==> src/rtl/lfsr_q_pkg.sv <==
package lfsr_q_pkg;

    typedef enum logic [0:0] {
        ST_EMPTY = 1'b0,
        ST_READY = 1'b1
    } lfsr_st_t;

    typedef enum logic [1:0] {
        UPD_KEEP = 2'd0,
        UPD_LOAD = 2'd1,
        UPD_STEP = 2'd2
    } lfsr_upd_t;

endpackage

==> src/rtl/lfsr_q_ctrl.sv <==
module lfsr_q_ctrl
    import lfsr_q_pkg::*;
(
    input  logic      clk_i,
    input  logic      rst_i,
    input  logic      en_i,
    input  logic      load_i,
    output lfsr_st_t  state_o,
    output lfsr_upd_t upd_o
);

    lfsr_st_t state_q;
    lfsr_st_t state_d;

    // State register process
    always_ff @(posedge clk_i) begin
        if (rst_i) begin
            state_q <= ST_EMPTY;
        end else begin
            state_q <= state_d;
        end
    end

    // Next state: seed_load moves EMPTY to READY, READY is held
    always_comb begin
        state_d = state_q;
        unique case (state_q)
            ST_EMPTY: if (load_i) state_d = ST_READY;
            ST_READY: state_d = ST_READY;
            default:  state_d = ST_EMPTY;
        endcase
    end

    // Output process: update command for the cell array
    always_comb begin
        upd_o = UPD_KEEP;
        unique case (state_q)
            ST_EMPTY: begin
                if (load_i) upd_o = UPD_LOAD;
            end
            ST_READY: begin
                if (load_i)    upd_o = UPD_LOAD;
                else if (en_i) upd_o = UPD_STEP;
            end
            default: upd_o = UPD_KEEP;
        endcase
    end

    assign state_o = state_q;

endmodule

==> src/rtl/lfsr_q_mac.sv <==
// (nb + fb * K) mod Q in combinational logic, through a widened sum.
module lfsr_q_mac #(
    parameter int Q    = 3,
    parameter int SYMW = $clog2(Q),
    parameter int K    = 1
) (
    input  logic [SYMW-1:0] nb_i,
    input  logic [SYMW-1:0] fb_i,
    output logic [SYMW-1:0] res_o
);

    localparam int WW = 2 * SYMW + 2;
    localparam int KR = K % Q;

    logic [WW-1:0] wide;
    logic [WW-1:0] red;

    always_comb begin
        wide  = WW'(nb_i) + WW'(fb_i) * WW'(KR);
        red   = wide % WW'(Q);
        res_o = red[SYMW-1:0];
    end

endmodule

==> src/rtl/lfsr_q_cell.sv <==
module lfsr_q_cell
    import lfsr_q_pkg::*;
#(
    parameter int Q    = 3,
    parameter int SYMW = $clog2(Q)
) (
    input  logic            clk_i,
    input  logic            rst_i,
    input  lfsr_upd_t       upd_i,
    input  logic [SYMW-1:0] seed_i,
    input  logic [SYMW-1:0] step_i,
    output logic [SYMW-1:0] val_o
);

    localparam int SW = SYMW + 1;

    logic [SW-1:0]   seed_red;
    logic [SYMW-1:0] val_q;

    assign seed_red = SW'(seed_i) % SW'(Q);

    always_ff @(posedge clk_i) begin
        if (rst_i) begin
            val_q <= '0;
        end else begin
            unique case (upd_i)
                UPD_LOAD: val_q <= seed_red[SYMW-1:0];
                UPD_STEP: val_q <= step_i;
                UPD_KEEP: val_q <= val_q;
                default:  val_q <= val_q;
            endcase
        end
    end

    assign val_o = val_q;

endmodule

==> src/rtl/lfsr_q_galois.sv <==
module lfsr_q_galois
    import lfsr_q_pkg::*;
#(
    parameter int Q   = 3,
    parameter int LEN = 2,
    parameter logic [LEN*$clog2(Q)-1:0] COEFF = 4'b0110
) (
    input  logic                      clk_i,
    input  logic                      rst_i,
    input  logic                      en_i,
    input  logic                      load_i,
    input  logic [LEN*$clog2(Q)-1:0]  seed_i,
    output logic [$clog2(Q)-1:0]      sym_o
);

    localparam int SYMW = $clog2(Q);
    localparam int VW   = LEN * SYMW;

    lfsr_st_t        state;
    lfsr_upd_t       upd;
    logic [VW-1:0]   cells;
    logic [VW-1:0]   nxt;
    logic [SYMW-1:0] fb;

    lfsr_q_ctrl u_ctrl (
        .clk_i   (clk_i),
        .rst_i   (rst_i),
        .en_i    (en_i),
        .load_i  (load_i),
        .state_o (state),
        .upd_o   (upd)
    );

    assign fb = cells[SYMW-1:0];

    for (genvar i = 0; i < LEN; i++) begin : g_cell
        logic [SYMW-1:0] nb;
        if (i == LEN - 1) begin : g_top
            assign nb = '0;
        end else begin : g_mid
            assign nb = cells[(i+1)*SYMW +: SYMW];
        end

        lfsr_q_mac #(
            .Q    (Q),
            .SYMW (SYMW),
            .K    (int'(COEFF[i*SYMW +: SYMW]))
        ) u_mac (
            .nb_i  (nb),
            .fb_i  (fb),
            .res_o (nxt[i*SYMW +: SYMW])
        );

        lfsr_q_cell #(
            .Q    (Q),
            .SYMW (SYMW)
        ) u_cell (
            .clk_i  (clk_i),
            .rst_i  (rst_i),
            .upd_i  (upd),
            .seed_i (seed_i[i*SYMW +: SYMW]),
            .step_i (nxt[i*SYMW +: SYMW]),
            .val_o  (cells[i*SYMW +: SYMW])
        );
    end

    assign sym_o = fb;

endmodule

==> config.mk <==
export PLATFORM = sky130hd
export DESIGN_NAME = lfsr_q_galois
export DESIGN_NICKNAME = d
export VERILOG_FILES = /design/src/rtl/lfsr_q_pkg.sv /design/src/rtl/lfsr_q_ctrl.sv /design/src/rtl/lfsr_q_mac.sv /design/src/rtl/lfsr_q_cell.sv /design/src/rtl/lfsr_q_galois.sv
export SDC_FILE = /design/constraint.sdc
export NUM_CORES = 1
export LEC_CHECK = 0
export ABC_AREA = 1
export CORE_AREA = 2 2 39 41
export CTS_BUF_LIST = sky130_fd_sc_hd__clkbuf_8
export CTS_CLUSTER_SIZE = 20
export DETAILED_ROUTE_END_ITERATION = 16
export DIE_AREA = 0 0 41 43
export PLACE_DENSITY = 0.69
export SYNTH_ARGS = -nofsm -noshare
export SYNTH_HDL_FRONTEND = slang
export SYNTH_SLANG_ARGS = --single-unit
==> constraint.sdc <==
create_clock -name clk_i -period 2.45 [get_ports clk_i]
set_clock_uncertainty 0.15 [all_clocks]
set_input_delay 0.49 -clock clk_i [delete_from_list [all_inputs] [get_ports clk_i]]
set_output_delay 0.49 -clock clk_i [all_outputs]
set_load 0.005 [all_outputs]
### Yosys cells after proc, flatten, opt, wreduce, memory -nomap -nowiden

Cells that the tools add are included.

* register bits: 5
* output and inout port bits: 2
* logic and storage cells: 20

* add/sub/neg operators: 1
* div/mod/pow operators: 4
* equality and inequality tests: 2
* muxes and demuxes: 8
* bitwise gates (word level): 1
* reductions and logical operators: 1

Operator list (number)
* 2-bit case mux with 2 select lines: 3
* 2-bit by 2-bit modulo with 3-bit output (second input constant): 2
* 2-bit by 2-bit modulo with 6-bit output (second input constant): 1
* 6-bit by 2-bit modulo with 6-bit output (second input constant): 1
* 2-bit by 3-bit adder with 4-bit output: 1
* 2-bit two-way mux: 2
* 2-bit by 1-bit equality test with 1-bit output (second input constant): 1
* 2-bit equality test (second input constant): 1
* 1-bit two-way mux: 2
* 1-bit case mux with 2 select lines: 1
* 2-bit nonzero test: 1
* 1-bit inverter: 1

### Logic depth before layout (Yosys ltp)

* depth in word-level cells: 5
* mapped depth: 20
* mapped depth without buffers: 19

### Cells and area by module

Synthesis repeated with hierarchy kept, for this count alone.

* cell total of the unflattened synthesis: 85
* area total of the unflattened synthesis: 536.8 um^2

Modules (own cells, without submodules)
* lfsr_q_cell: instances 2, cells each 17, area an instance 113.9 um^2
* lfsr_q_mac (g_cell[0].u_mac): instances 1, cells each 29, area an instance 171.4 um^2
* lfsr_q_mac (g_cell[1].u_mac): instances 1, cells each 15, area an instance 91.3 um^2
* lfsr_q_ctrl: instances 1, cells each 6, area an instance 42.5 um^2
* lfsr_q_galois: instances 1, cells each 1, area an instance 3.8 um^2

### Worst setup path before layout

Ideal clock, no wire load.

* path type: input-to-reg
* start: in en_i
* end: reg g_cell[0].u_cell.val_q[0]
* arrival: 2174 ps
* setup slack: 17 ps
* stages on the path: 20
* path buffers: 1
* cells stage by stage: nand2_1 nor2_1 ha_1 buf_6 inv_2 nand2_2 nand2_2 ha_1 nor2_2 or2_0 nand2_2 ha_1 inv_1 nand2_1 inv_2 nand2_1 nand2_1 nand3_1 nand2_1 inv_1

* word-level cells in the longest chain between the ends: 5
* elaborated cells on any way between the ends: 7
* classes of those cells: eq/ne: 2; mux: 4; reduce/logical: 1

Ends and longest elaborated chain
* start, declared: line lfsr_q_galois.sv:10 `input logic en_i,`
* 2-bit two-way mux *: line lfsr_q_ctrl.sv:43 `else if (en_i) upd_o = UPD_STEP;`
* 2-bit two-way mux *: line lfsr_q_ctrl.sv:42 `if (load_i) upd_o = UPD_LOAD;`
* 2-bit case mux with 2 select lines *: line lfsr_q_ctrl.sv:37 `unique case (state_q)`
* 2-bit equality test or 2-bit by 1-bit equality test with 1-bit output (tied branches): line lfsr_q_cell.sv:26 `unique case (upd_i)`
* 2-bit case mux with 2 select lines or 2-bit nonzero test (tied branches)
* end signal, assigned: line lfsr_q_cell.sv:27 `UPD_LOAD: val_q <= seed_red[SYMW-1:0];`
* end signal, assigned: line lfsr_q_cell.sv:28 `UPD_STEP: val_q <= step_i;`
* end signal, assigned: line lfsr_q_cell.sv:29 `UPD_KEEP: val_q <= val_q;`
* end, declared: line lfsr_q_cell.sv:18 `logic [SYMW-1:0] val_q;`

Mark *: on every way between the ends. The rest lies on a longest branch, timed or not.
A chain may end at the register's enable or synchronous reset.

### Worst setup path after layout

* start: reg g_cell[0].u_cell.val_q[0]
* end: reg g_cell[0].u_cell.val_q[1]

* word-level cells in the longest chain between the ends: 3

Ends and longest elaborated chain
* 2-bit by 3-bit adder with 4-bit output: line lfsr_q_mac.sv:19 `wide = WW'(nb_i) + WW'(fb_i) * WW'(KR);`
* 6-bit by 2-bit modulo with 6-bit output: line lfsr_q_mac.sv:20 `red = wide % WW'(Q);`
* 2-bit case mux with 2 select lines: line lfsr_q_cell.sv:26

No other way between the ends.

==> flow_metrics.tcl <==
set metrics [dict create \
    status "finished clean" \
    required_ps 2420 \
    layout_setup_ws_ps 151 \
    routabilityCongestion 0.656 \
    fmax_mhz 435 \
    final_layout_size_suffix_gt1_frac 0.386 \
    numCtsBuffers 3 \
    ys_types 16 \
    via_per_inst 4.57 \
    cp_slowest_cell "dfxtp_1" \
    ant_nets 0 \
    drt_wl_total_um 1110 \
    grt_pass1_wl_um 1920 \
    drtIter0Drc 3 \
    whs_ps 315 \
    cts_sinks 5 \
    core_sq_um 1380 \
    cellPowerDensity_nw_per_um2 419 \
    floorplan.initialDensity 0.354 \
    min_period_over_period 0.939 \
    dieArea_sq_um 1760 \
    setup_viol 0 \
    yosysTopAreaCell "dfxtp_1" \
    numPortBuffers 9 \
    syn_avg_cell_area_sq_um 6.29 \
    regArea_sq_um 100 \
    cp_common_cell "buf_4" \
    p_leak_uw 0.000376 \
    nets 116 \
    ys_seq_area_frac 0.204 \
    grt_max_degree 7 \
    wire_per_inst_um 9.50 \
    syn_inst 78 \
    nFillCells 147 \
    ctsHoldBuffers 0 \
    multiInputGateArea_sq_um 398 \
    grt_util_all_layers 0.156 \
    tritoncts "built" \
    hold_viol_final 0 \
    first_pass_iters 2 \
    crit_arrival_ps 2270 \
    via_count 535 \
    synth_warnings 0 \
    clockBufferDepth 2 \
    antenna_found_initial 0 \
    max_stage_delay_ps 320 \
    overflow 0 \
    cp_max_fo 3 \
    ir_worst_vdd_uv 297 \
    critPathKind "register to register" \
    path_delay_family "adder cells" \
    num_antenna_cells 0 \
    path_cells "ha_1 -> ha_4 -> nand2_2 -> nor2_4 -> ha_4 -> nor2_4 -> buf_4 -> nand3_2 -> nand2_2 -> buf_4 -> buf_4 -> buf_4 -> nand3_2 -> nand3_2 -> nand2_1 -> inv_1" \
    clkLatencyLatePin_ps 220 \
    synth.area.top_cells "dfxtp_1, ha_1, nand2_1" \
    grt_pass1_vias 544 \
    row_count 14 \
    crit_path_end_kind "register" \
    place_ws_ps -583 \
    netlist_area_sq_um 490 \
    synth-seq-cells 5 \
    post-dp-hpwl_um 851 \
    finalMaxSlewViolations 0 \
    io_pins 10 \
    ctsHtreeMaxLevel 1 \
    hp-class "register to register" \
    maxSlewHeadroom 0.856 \
    syn2layout_area_growth_pct 59.4 \
    yosys.area.top_type_share 0.204 \
    tightest_slew_ps 214 \
    synth_fp_nets 92 \
    path_clk_slew_ps 30 \
    maxCapViolCount 0 \
    cts-root-buf "clkbuf_8" \
    crit_buf_inv 5 \
    fin_crit_ps 2300 \
    die_h_um 43 \
    die_x_um 41 \
    cp-start-kind "register" \
    drc 0 \
]
[flip-flops by register name, indices dropped and copies added, names as in the netlist]
signal               count
g_cell.u_cell.val_o      4
u_ctrl.state_o           1
[metal layers]
metal	global-route usage	up-vias	routed length [um]
li1	-	285	-
met1	0.158	242	445
met2	0.275	8	638
met3	0.0314	0	27
met4	0.0800	0	0
met5	0	-	0
[final cells by class]
class                   count  share of cell area
flip-flops and latches      5               0.128
inverters                  15              0.0720
well taps                  16              0.0256
clock inverters             1             0.00480
repair buffers             20               0.208
clock buffers               3              0.0528
multi-input cells          57               0.509
[power breakdown]
part	total [uW]	internal [uW]	switching [uW]
Sequential	93.4	88.2	5.20
Clock	145	107	38.1
Combinational	89.2	47.6	41.6
Total	328	243	84.9
[final timing paths]
check                                    startpoint                                      to  slack [ps]  depth (start not counted)
max          g_cell[0].u_cell.val_o[0]$_SDFFE_PP0P_  g_cell[0].u_cell.val_o[1]$_SDFFE_PP0P_         150                         16
max reg2reg  g_cell[0].u_cell.val_o[0]$_SDFFE_PP0P_  g_cell[0].u_cell.val_o[1]$_SDFFE_PP0P_         150                         16
min reg2reg  g_cell[1].u_cell.val_o[1]$_SDFFE_PP0P_  g_cell[1].u_cell.val_o[1]$_SDFFE_PP0P_         320                          2
min          g_cell[1].u_cell.val_o[1]$_SDFFE_PP0P_  g_cell[1].u_cell.val_o[1]$_SDFFE_PP0P_         320                          2
[repair_timing]
action                     CTS  global route
buffers inserted             2             1
setup endpoints to repair    2             2
gates resized for setup     13             9
pin swaps                    9            12
[layout by cell type, fill, tap and decap left out, drive strengths merged]
cell type	instances
a21oi	5
buf	11
clkbuf	5
clkdlybuf4s50	7
dfxtp	5
ha	6
inv	16
nand2	26
nand3	9
nor2	7
nor3	1
o21ai	2
or2	1
[synthesized netlist by cell type]
cell	n
nand2_1	20
inv_1	13
nand3_1	8
ha_1	6
nand2_2	6
a21oi_1	5
dfxtp_1	5
nor2_1	4
inv_2	2
nor2_2	2
o21ai_0	2
buf_6	1
nand3_2	1
nor2_4	1
nor3_1	1
or2_0	1
[tightest hold or removal path: cells and delay by family, from the launching register on]
family,cells,cell delay (ps)
AND/OR/NAND/NOR,1,50
flip-flops,1,300
AO/OA/AOI/OAI,1,60
[through the flow]
stage / setup TNS [ps] / cells / area (sq um) / total power (uW) / util
final: 0 / 117 / 782 / 328 / 0.565
after floorplan: 0 / 78 / 490 / 133 / -
after global placement: -916 / 110 / 649 / 167 / 0.469
after CTS: 0 / 116 / 752 / 327 / 0.543
after detailed placement: -1160 / 110 / 649 / 168 / 0.469
after global routing: -1.48 / 117 / 782 / 350 / 0.565
[logic make-up after synthesis]
logic type | synth area share
buffers and inverters | 0.138
AND/OR/NAND/NOR | 0.434
flip-flops | 0.204
adder cells (fa/ha/maj) | 0.153
AO/OA/AOI/OAI | 0.0714
Note: power is estimated with default switching activity, not from simulation.
